[src/rtl/duart_hif_pkg.sv]
package duart_hif_pkg;
   localparam int unsigned HIF_DW = 8;
   localparam int unsigned HIF_AW = 3;

   typedef logic [HIF_DW-1:0] hif_byte_t;
   typedef logic [HIF_AW-1:0] hif_addr_t;

   // bank offsets; divisor/alt-function only while divisor access is set
   localparam hif_addr_t OFS_DIV_LO = 3'd0;
   localparam hif_addr_t OFS_DIV_HI = 3'd1;
   localparam hif_addr_t OFS_ALTFN  = 3'd2;
   localparam hif_addr_t OFS_LINE   = 3'd3;
   localparam int unsigned DIV_ACCESS_BIT = 7;

   typedef enum logic [1:0] {
      MF_AUX   = 2'b00,
      MF_BAUD  = 2'b01,
      MF_RXRDY = 2'b10,
      MF_IDLE  = 2'b11
   } mf_sel_e;

   typedef struct packed {
      hif_byte_t line;
      hif_byte_t div_lo;
      hif_byte_t div_hi;
      hif_byte_t altfn;
   } chan_bank_t;

   typedef struct packed {
      logic      vld;
      logic      ch;
      hif_addr_t addr;
      hif_byte_t data;
   } bus_wr_t;
endpackage

[src/rtl/hif_wr_capture.sv]
module hif_wr_capture
   import duart_hif_pkg::*;
#(
   parameter int unsigned SYNC_STAGES = 2
) (
   input  logic      clk,
   input  logic      rst,
   input  logic      cs_n,
   input  logic      wr_n,
   input  logic      chsel,
   input  hif_addr_t addr,
   input  hif_byte_t wdata,
   output bus_wr_t   commit
);
   generate
      if (SYNC_STAGES < 2) begin : g_bad_stages
         $error("hif_wr_capture: SYNC_STAGES must be at least 2");
      end
   endgenerate

   logic [SYNC_STAGES-1:0] cs_sync;
   logic [SYNC_STAGES-1:0] wr_sync;
   logic                   wr_last;
   logic                   hold_vld;
   logic                   hold_ch;
   hif_addr_t              hold_addr;
   hif_byte_t              hold_data;
   logic                   strobe_low;
   logic                   strobe_rise;

   always_comb begin
      strobe_low  = ~cs_sync[SYNC_STAGES-1] & ~wr_sync[SYNC_STAGES-1];
      strobe_rise = wr_sync[SYNC_STAGES-1] & ~wr_last;
   end

   always_ff @(posedge clk) begin
      if (rst) begin
         cs_sync <= '1;
         wr_sync <= '1;
         wr_last <= 1'b1;
      end else begin
         cs_sync <= {cs_sync[SYNC_STAGES-2:0], cs_n};
         wr_sync <= {wr_sync[SYNC_STAGES-2:0], wr_n};
         wr_last <= wr_sync[SYNC_STAGES-1];
      end
   end

   always_ff @(posedge clk) begin
      if (rst) begin
         hold_vld  <= 1'b0;
         hold_ch   <= 1'b0;
         hold_addr <= '0;
         hold_data <= '0;
      end else if (strobe_low) begin
         hold_vld  <= 1'b1;
         hold_ch   <= chsel;
         hold_addr <= addr;
         hold_data <= wdata;
      end else if (strobe_rise) begin
         hold_vld  <= 1'b0;
      end
   end

   always_ff @(posedge clk) begin
      if (rst) begin
         commit <= '0;
      end else begin
         commit.vld  <= strobe_rise & hold_vld;
         commit.ch   <= hold_ch;
         commit.addr <= hold_addr;
         commit.data <= hold_data;
      end
   end


   single_commit_chk: assert property (@(posedge clk) disable iff (rst)
      commit.vld |=> !commit.vld);
endmodule

[src/rtl/hif_chan_bank.sv]
module hif_chan_bank
   import duart_hif_pkg::*;
#(
   parameter hif_byte_t DEV_ID = 8'h06,
   parameter hif_byte_t REV_ID = 8'h01
) (
   input  logic       clk,
   input  logic       rst,
   input  logic       wr_en,
   input  hif_addr_t  wr_addr,
   input  hif_byte_t  wr_data,
   input  hif_addr_t  rd_addr,
   input  hif_byte_t  core_rdata,
   output chan_bank_t bank,
   output hif_byte_t  rd_data,
   output logic       core_wr
);
   logic div_access;
   logic hit_line;
   logic hit_lo;
   logic hit_hi;
   logic hit_alt;
   logic div_blank;

   always_comb begin
      div_access = bank.line[DIV_ACCESS_BIT];
      hit_line   = (wr_addr == OFS_LINE);
      hit_lo     = div_access & (wr_addr == OFS_DIV_LO);
      hit_hi     = div_access & (wr_addr == OFS_DIV_HI);
      hit_alt    = div_access & (wr_addr == OFS_ALTFN);
      core_wr    = wr_en & ~(hit_line | hit_lo | hit_hi | hit_alt);
   end

   always_ff @(posedge clk) begin
      if (rst) begin
         bank <= '0;
      end else if (wr_en) begin
         if (hit_line) bank.line   <= wr_data;
         if (hit_lo)   bank.div_lo <= wr_data;
         if (hit_hi)   bank.div_hi <= wr_data;
         if (hit_alt)  bank.altfn  <= wr_data;
      end
   end

   // identification substitution is a read-path effect only
   always_comb begin
      div_blank = (bank.div_lo == '0) && (bank.div_hi == '0);
      rd_data   = core_rdata;
      if (rd_addr == OFS_LINE) begin
         rd_data = bank.line;
      end else if (div_access) begin
         case (rd_addr)
            OFS_DIV_LO: rd_data = div_blank ? REV_ID : bank.div_lo;
            OFS_DIV_HI: rd_data = div_blank ? DEV_ID : bank.div_hi;
            OFS_ALTFN:  rd_data = bank.altfn;
            default:    rd_data = core_rdata;
         endcase
      end
   end


   bank_hold_chk: assert property (@(posedge clk) disable iff (rst)
      !wr_en |=> $stable(bank));


   core_excl_chk: assert property (@(posedge clk) disable iff (rst)
      core_wr |=> $stable(bank));
endmodule

[src/rtl/hif_mf_select.sv]
module hif_mf_select
   import duart_hif_pkg::*;
#(
   parameter logic IDLE_LEVEL = 1'b1
) (
   input  mf_sel_e sel,
   input  logic    aux_n,
   input  logic    rx_rdy,
   input  logic    baud,
   output logic    mf
);
   always_comb begin
      unique case (sel)
         MF_AUX:   mf = aux_n;
         MF_BAUD:  mf = baud;
         MF_RXRDY: mf = ~rx_rdy;
         default:  mf = IDLE_LEVEL;
      endcase
   end
endmodule

[src/rtl/duart_host_regif.sv]
module duart_host_regif
   import duart_hif_pkg::*;
#(
   parameter int unsigned DATA_W      = 8,
   parameter int unsigned ADDR_W      = 3,
   parameter int unsigned SYNC_STAGES = 2,
   parameter logic [7:0]  DEV_ID      = 8'h06,
   parameter logic [7:0]  REV_ID      = 8'h01,
   parameter logic        MF_IDLE_LVL = 1'b1
) (
   input  logic              clk,
   input  logic              rst,
   input  logic              bus_cs_n,
   input  logic              bus_rd_n,
   input  logic              bus_wr_n,
   input  logic              bus_chsel,
   input  logic [ADDR_W-1:0] bus_addr,
   input  logic [DATA_W-1:0] bus_wdata,
   output logic [DATA_W-1:0] bus_rdata,
   output logic              bus_rdata_oe,
   input  logic [DATA_W-1:0] core_rdata_a,
   input  logic [DATA_W-1:0] core_rdata_b,
   output logic [1:0]        core_wr_stb,
   output logic [ADDR_W-1:0] core_addr,
   output logic [DATA_W-1:0] core_wdata,
   input  logic [1:0]        aux_out_n,
   input  logic [1:0]        rx_ready,
   input  logic [1:0]        baud_clk,
   output logic [1:0]        mf_out
);
   localparam int unsigned NUM_CH = 2;

   generate
      if (DATA_W != HIF_DW) begin : g_bad_dw
         $error("duart_host_regif: DATA_W must equal the package byte width");
      end
      if (ADDR_W != HIF_AW) begin : g_bad_aw
         $error("duart_host_regif: ADDR_W must equal the package address width");
      end
   endgenerate

   bus_wr_t    commit;
   chan_bank_t bank_q   [NUM_CH];
   hif_byte_t  ch_rdata [NUM_CH];
   hif_byte_t  core_rd  [NUM_CH];
   logic [NUM_CH-1:0] bank_we;

   assign core_rd[0] = core_rdata_a;
   assign core_rd[1] = core_rdata_b;

   hif_wr_capture #(.SYNC_STAGES(SYNC_STAGES)) u_capture (
      .clk    (clk),
      .rst    (rst),
      .cs_n   (bus_cs_n),
      .wr_n   (bus_wr_n),
      .chsel  (bus_chsel),
      .addr   (bus_addr),
      .wdata  (bus_wdata),
      .commit (commit)
   );

   for (genvar g = 0; g < NUM_CH; g++) begin : g_chan
      assign bank_we[g] = commit.vld & (commit.ch == 1'(g));

      hif_chan_bank #(.DEV_ID(DEV_ID), .REV_ID(REV_ID)) u_bank (
         .clk        (clk),
         .rst        (rst),
         .wr_en      (bank_we[g]),
         .wr_addr    (commit.addr),
         .wr_data    (commit.data),
         .rd_addr    (bus_addr),
         .core_rdata (core_rd[g]),
         .bank       (bank_q[g]),
         .rd_data    (ch_rdata[g]),
         .core_wr    (core_wr_stb[g])
      );

      hif_mf_select #(.IDLE_LEVEL(MF_IDLE_LVL)) u_mf (
         .sel    (mf_sel_e'(bank_q[g].altfn[2:1])),
         .aux_n  (aux_out_n[g]),
         .rx_rdy (rx_ready[g]),
         .baud   (baud_clk[g]),
         .mf     (mf_out[g])
      );
   end

   always_comb begin
      bus_rdata_oe = ~bus_cs_n & ~bus_rd_n;
      bus_rdata    = bus_rdata_oe ? ch_rdata[bus_chsel] : '0;
      core_addr    = commit.addr;
      core_wdata   = commit.data;
   end


   lane_onehot_chk: assert property (@(posedge clk) disable iff (rst)
      $onehot0(core_wr_stb));


   iso_a_to_b_chk: assert property (@(posedge clk) disable iff (rst)
      bank_we[0] |=> $stable(bank_q[1]));


   iso_b_to_a_chk: assert property (@(posedge clk) disable iff (rst)
      bank_we[1] |=> $stable(bank_q[0]));


   idle_bus_chk: assert property (@(posedge clk) disable iff (rst)
      !bus_rdata_oe |-> (bus_rdata == '0));
endmodule

[config.mk]
export PLATFORM = sky130hd
export DESIGN_NAME = duart_host_regif
export DESIGN_NICKNAME = d
export VERILOG_FILES = /design/src/rtl/duart_hif_pkg.sv /design/src/rtl/hif_wr_capture.sv /design/src/rtl/hif_chan_bank.sv /design/src/rtl/hif_mf_select.sv /design/src/rtl/duart_host_regif.sv
export SDC_FILE = /design/constraint.sdc
export NUM_CORES = 1
export LEC_CHECK = 0
export ABC_AREA = 1
export ABC_CLOCK_PERIOD_IN_PS = 2900
export CAP_MARGIN = 40
export CORE_MARGIN = 5
export CORE_UTILIZATION = 45
export CTS_CLUSTER_DIAMETER = 80
export DETAILED_ROUTE_END_ITERATION = 8
export GPL_TIMING_DRIVEN = 0
export PLACE_DENSITY = 0.68
export SKIP_LAST_GASP = 1
export SYNTH_ARGS = -nofsm -noshare
export SYNTH_HDL_FRONTEND = slang
export SYNTH_SLANG_ARGS = --single-unit
[constraint.sdc]
create_clock -name clk -period 2.9 [get_ports clk]
set_clock_uncertainty 0.2 [all_clocks]
set_input_delay 0.87 -clock clk [delete_from_list [all_inputs] [get_ports clk]]
set_output_delay 0.87 -clock clk [all_outputs]
set_load 0.02 [all_outputs]
======== Word-level counts from Yosys, hierarchy flattened ========
Index checks and enable logic that the tools add are counted.
word-level totals
  register bits after elaboration ......... 95
operators by class
  $lt $le $gt $ge ......................... 1
  equal/unequal tests ..................... 10
  muxes and demuxes ....................... 18
  bitwise operators ....................... 31
  reductions and logical operators ........ 19
operator list
  operator              number
  $mux W8               12
  $pmux W8 S3           2
  $logic_not A8 Y1      4
  $reduce_and A2 Y1     8
  $and A1 B1 Y1         14
  $eq A3 B2 Y1 const B  4
  $not A1 Y1            10
  $eq A3 B1 Y1 const B  2
  $logic_not A3 Y1      2
  $or A1 B1 Y1          6
  $pmux W1 S3           2
  $eq A2 B1 Y1 const B  2
  $eq A2 B2 Y1 const B  2
  $logic_not A2 Y1      2
  $ge A2 B2 Y1 const B  1
  $logic_and A1 B1 Y1   2
  $mux W1               2
  $not A1 Y2            1
  $reduce_bool A2 Y1    1

======== Logic depth before layout (Yosys ltp) ========
  depth after elaboration ................. 10
  depth in mapped cells ................... 11

======== Cells and area by module ========
From an unflattened synthesis, not the netlist that was laid out.
second synthesis, totals
  cells, all modules ...................... 705
  area total of the unflattened synthesis .. 4838.4 sq um
modules (own cells, without submodules)
  module            instances  cells an instance  area an instance (sq um)  seq. area each (sq um)
  hif_chan_bank     2          255                1752.9                    640.6
  hif_wr_capture    1          134                1054.8                    620.6
  duart_host_regif  1          47                 212.7                     0.0
  hif_mf_select     2          7                  32.5                      0.0

======== Worst setup path before layout ========
No wires, ideal clock.
  path type ............................... input port to output port
  start point ............................. input bus_addr[0]
  end point ............................... output bus_rdata[4]
  data arrival time ....................... 1.884 ns
  required time ........................... 1.830 ns
  slack ................................... -0.054 ns
  stages on the path ...................... 10
  cell sequence ........................... nor2_2 > nand2_2 > inv_2 > buf_6 > nand2_1 > nand3_1 > nand2_1 > a21oi_2 > nor2_1 > nor2_1
between the ends
  cells in the longest elaborated chain, start to end .. 8
  elaborated cells between the ends (all ways) .. 14
RTL lines
  what                                            RTL line                RTL
  start, declared                                 duart_host_regif.sv:17  input logic [ADDR_W-1:0] bus_addr,
  $eq A3 B2 Y1, or another cell as far along      hif_chan_bank.sv:52     case (rd_addr)
  $pmux W8 S3                                     hif_chan_bank.sv:52
  $mux W8                                         hif_chan_bank.sv:51     end else if (div_access) begin
  $mux W8                                         hif_chan_bank.sv:49     if (rd_addr == OFS_LINE) begin
  $mux W8 (not written as such) (*) (3 in a row)  duart_host_regif.sv:89  bus_rdata = bus_rdata_oe ? ch_rdata[bus_chsel] : '0;
  $mux W8 (*)                                     duart_host_regif.sv:89
  end, declared                                   duart_host_regif.sv:19  output logic [DATA_W-1:0] bus_rdata,
Mark *: on every way between the ends. The rest lies on a longest branch, timed or not. The select of a mux whose other input is x is not followed.

======== Worst setup path in the final report ========
  start point ............................. input bus_addr[0]
  end point ............................... output bus_rdata[5]
Same word-level chain as after synthesis.

==> key figures <==
Critical path
  • CP Class: input pin to output pin
  • R2R Path Start: g_chan[0].u_bank.bank[31]$_SDFFE_PP0P_
  • Worst Path Required: 1.83 ns
  • Crit path capture type: output pin
  • Worst path cell trace: buf_12, nor2_4, nand2_4, inv_4, buf_6, nand2_1, nand3_1, nand2_1, a21oi_2, nor2_2, nor2_2, buf_6
  • Setup slack, reg-to-reg: between 1 and 1.5 ns
  • Crit-path max FO: 5
  • CP Launch Type: input pin
  • CP Capture Point: bus_rdata[5]
  • Crit path largest cell delay: roughly 0.18 ns
  • Setup crit start: bus_addr[0]
  • RR Endpoint: g_chan[0].u_bank.bank[18]$_SDFFE_PP0P_
  • Reg2reg path depth: 6
  • Buf/Inv on CP: 4
  • Cell family with most CP delay: simple AND/OR/NAND/NOR gates
  • Slowest stage cell, crit path: a21oi_2
  • CP Depth: 12
  • Arr. time, crit path: roughly 2.2 ns

Die
  • Die Area: 12000 um2
  • Core footprint: a little under 10000 um2
  • Starting Density: 0.459
  • Die height: between 100 and 150 um
  • Die width: 109 um
  • Ports: 63
  • Placement Rows: 36

Cells and area
  • Share of cells above drive strength 1: 0.221
  • Final Non-Filler Cells: slightly below 900
  • Fin util: 0.611
  • Area Overhead vs Synth: 33.2%
  • Multi-input combinational cell area: between 2000 and 2500 um2
  • Register area: approximately 1900 um2
  • # diodes: 0
  • Fill cells: 882
  • Final #Nets: around 800

Placement
  • DP Wirelength: 9700 um
  • I/O Buffers: 61
  • Routability cong.: roughly 0.9
  • Dpl ws: -1.39 ns
  • Inst Count DP: between 800 and 900

Routing
  • DRT Pass-1 Iters: 5
  • Post-route DRC: 0
  • ANT nets after route: 0
  • Vias: 4564
  • Drt total wl: approximately 14000 um
  • WL/cell: ~16 um
  • Vias per Instance: 5.20
  • Iter 0 DRT Violations: approximately 370

Logic synthesis
  • Synthesized area: roughly 4400 um2
  • Netlist cell types: 28
  • Synth cell count leaders: 155 x nor2_1, 106 x nand2_1, 95 x dfxtp_1
  • Top cell type's share of synthesized area: 0.428
  • Synth Register Bits: 95
  • Mapped Cells: ~650
  • Cell with the most instances after synthesis: nor2_1
  • Avg Cell Area, Syn: approximately 6.9 um2
  • Synth Net Count: between 600 and 700
  • Yosys top cell by area: dfxtp_1
  • Yosys warnings: 0
  • Number of enable flip-flop cells after synthesis: 0
  • Seq/Total Area, Yosys: 0.428
  • Ys async rst share: 0
  • Top cells by area, synth: dfxtp_1 43%, nor2_1 13%, nand2_1 9.0%
  • Synth Flop Type: dfxtp_1

Timing
  • Hold WS: approximately 0.22 ns
  • RSZ-0062 raised after global routing: true
  • FMAX: 0.309 GHz
  • Hold Violations, Final: 0
  • Max_slew headroom: 0.619
  • Finish-stage setup viols: 8
  • Setup TNS: -2.21 ns
  • Tcrit/Tclk final: 1.12
  • Final slew viol count: 0
  • Setup WS post-layout: -0.335 ns
  • Slew @ Worst Pin: 0.571 ns
  • Tmin final: between 3 and 4 ns

Outcome
  • Failing checks: setup timing
  • Status: complete, but fails checks

GRT
  • Total gr overflow: 0
  • Global routing usage on met2: 0.375
  • Largest net degree at the start of global routing: 18
  • Met1 Use GR: 0.321
  • Global-route wire length before repair: about 22000 um
  • GRT busiest layer: met2
  • Met3 layer usage reported by global route: 0.0611
  • Initial antenna violation count: 0
  • Vias in the first global route: 4232
  • GRT Util Overall: 0.241

Clocking
  • Hold bufs inserted after CTS: 0
  • CTS tree: built
  • Clock slew at reported path FFs: approximately 0.1 ns
  • Clock sinks: 95
  • Max Root-Sink Buffers: 2
  • Root buf cell: clkbuf_8
  • Cts bufs inserted: 9
  • Clock latency on the worst-skew pair: 0.38 ns
  • CTS H-tree depth: 3

Flow run
  • MaxCap Viol Count: 0

Pwr
  • Peak supply drop: about 0.00024 V
  • Cell Pwr Density: roughly 430 nW/um2
  • Leakage: ~2.6 nW

Worst hold path
  • Worst min path class: flip-flop to flip-flop
==> flip-flops by register name, summed over array words and instances, names as in the netlist <==
register             count
u_capture.hold_data      8
u_capture.hold_vld       1
u_capture.hold_addr      3
u_capture.wr_last        1
u_capture.wr_sync        2
u_capture.commit        13
g_chan.u_bank.bank      64
u_capture.cs_sync        2
u_capture.hold_ch        1
==> how the worst min path moves through the flow <==
stage | slack [ns] | from | cells after the start | to
finish | 0.22 | u_capture.wr_sync[0]$_SDFF_PP1_ | 1 | u_capture.wr_sync[1]$_SDFF_PP1_
global placement | 0.20 | u_capture.wr_sync[0]$_SDFF_PP1_ | 1 | u_capture.wr_sync[1]$_SDFF_PP1_
detailed placement | 0.20 | u_capture.cs_sync[0]$_SDFF_PP1_ | 1 | u_capture.cs_sync[1]$_SDFF_PP1_
CTS | 0.22 | u_capture.wr_sync[0]$_SDFF_PP1_ | 1 | u_capture.wr_sync[1]$_SDFF_PP1_
global route | 0.23 | u_capture.cs_sync[0]$_SDFF_PP1_ | 1 | u_capture.cs_sync[1]$_SDFF_PP1_
floorplan | 0.19 | u_capture.cs_sync[0]$_SDFF_PP1_ | 1 | u_capture.cs_sync[1]$_SDFF_PP1_
==> metal layers <==
layer  vias to the layer above  wire length (um)  share of wire
li1                       2225                 -              -
met1                      2069              5980           0.42
met2                       219              6420           0.45
met3                        51              1250          0.088
met4                         0               569          0.040
met5                         -                 0              0
==> cells by family after synthesis <==
group                  share of synthesized area
and+or+nand+nor                            0.290
AOI/OAI and AO/OA                          0.167
DFF                                        0.428
buffers and inverters                      0.115
==> where the power goes <==
| group | leakage, nW | switching [mW] | internal, mW | total, mW |
|---|---|---|---|---|
| clock | 0.107 | 0.508 | 0.495 | 1.00 |
| combinational | 1.68 | 0.135 | 0.124 | 0.259 |
| sequential | 0.768 | 0.00362 | 1.31 | 1.31 |
| total | 2.55 | 0.647 | 1.93 | 2.58 |
==> repair_timing <==
action,in CTS,in global routing
setup endpoints to repair,15,10
endpoints found under the hold margin,0,0
cloned,5,0
pin swaps,27,31
buffers inserted,11,6
gates resized for setup,138,31
==> layout make-up <==
| type | instances | area share |
|---|---|---|
| clock inverters | 7 | 0.0171 |
| repair buffers | 82 | 0.139 |
| multi-input cells | 447 | 0.382 |
| flip-flops and latches | 95 | 0.322 |
| well taps | 133 | 0.0281 |
| inverters | 62 | 0.0423 |
| plain buffers | 43 | 0.0486 |
| clock buffers | 9 | 0.0209 |
==> cells in the final DEF, fill, tap and decap left out, drive strengths merged <==
cell,n
a211oi,2
a21oi,41
buf,66
bufinv,2
clkbuf,20
clkdlybuf4s15,2
clkdlybuf4s50,42
clkinvlp,2
dfxtp,95
dlygate4sd2,4
inv,65
nand2,111
nand3,14
nand4,6
nor2,165
nor3,8
nor3b,2
o211ai,2
o21a,11
o21ai,80
o22ai,1
or2,4
==> worst register-to-register path: stages (launching register included) <==
cell and delay (ns):
dfxtp_1 0.49, nand2_1 0.19, nor2_2 0.24, inv_1 0.08, buf_2 0.18, o21ai_0 0.24
a21oi_1 0.07
==> metrics by stage <==
| step | power [mW] | cell area, um2 |
|---|---|---|
| global route | 2.65 | 5920 |
| detailed placement | 1.56 | 5240 |
| finish | 2.58 | 5920 |
| CTS | 2.56 | 5760 |
| global placement | 1.55 | 5240 |
| floorplan | 1.45 | 4470 |
Power figures use the tool's default switching activity.
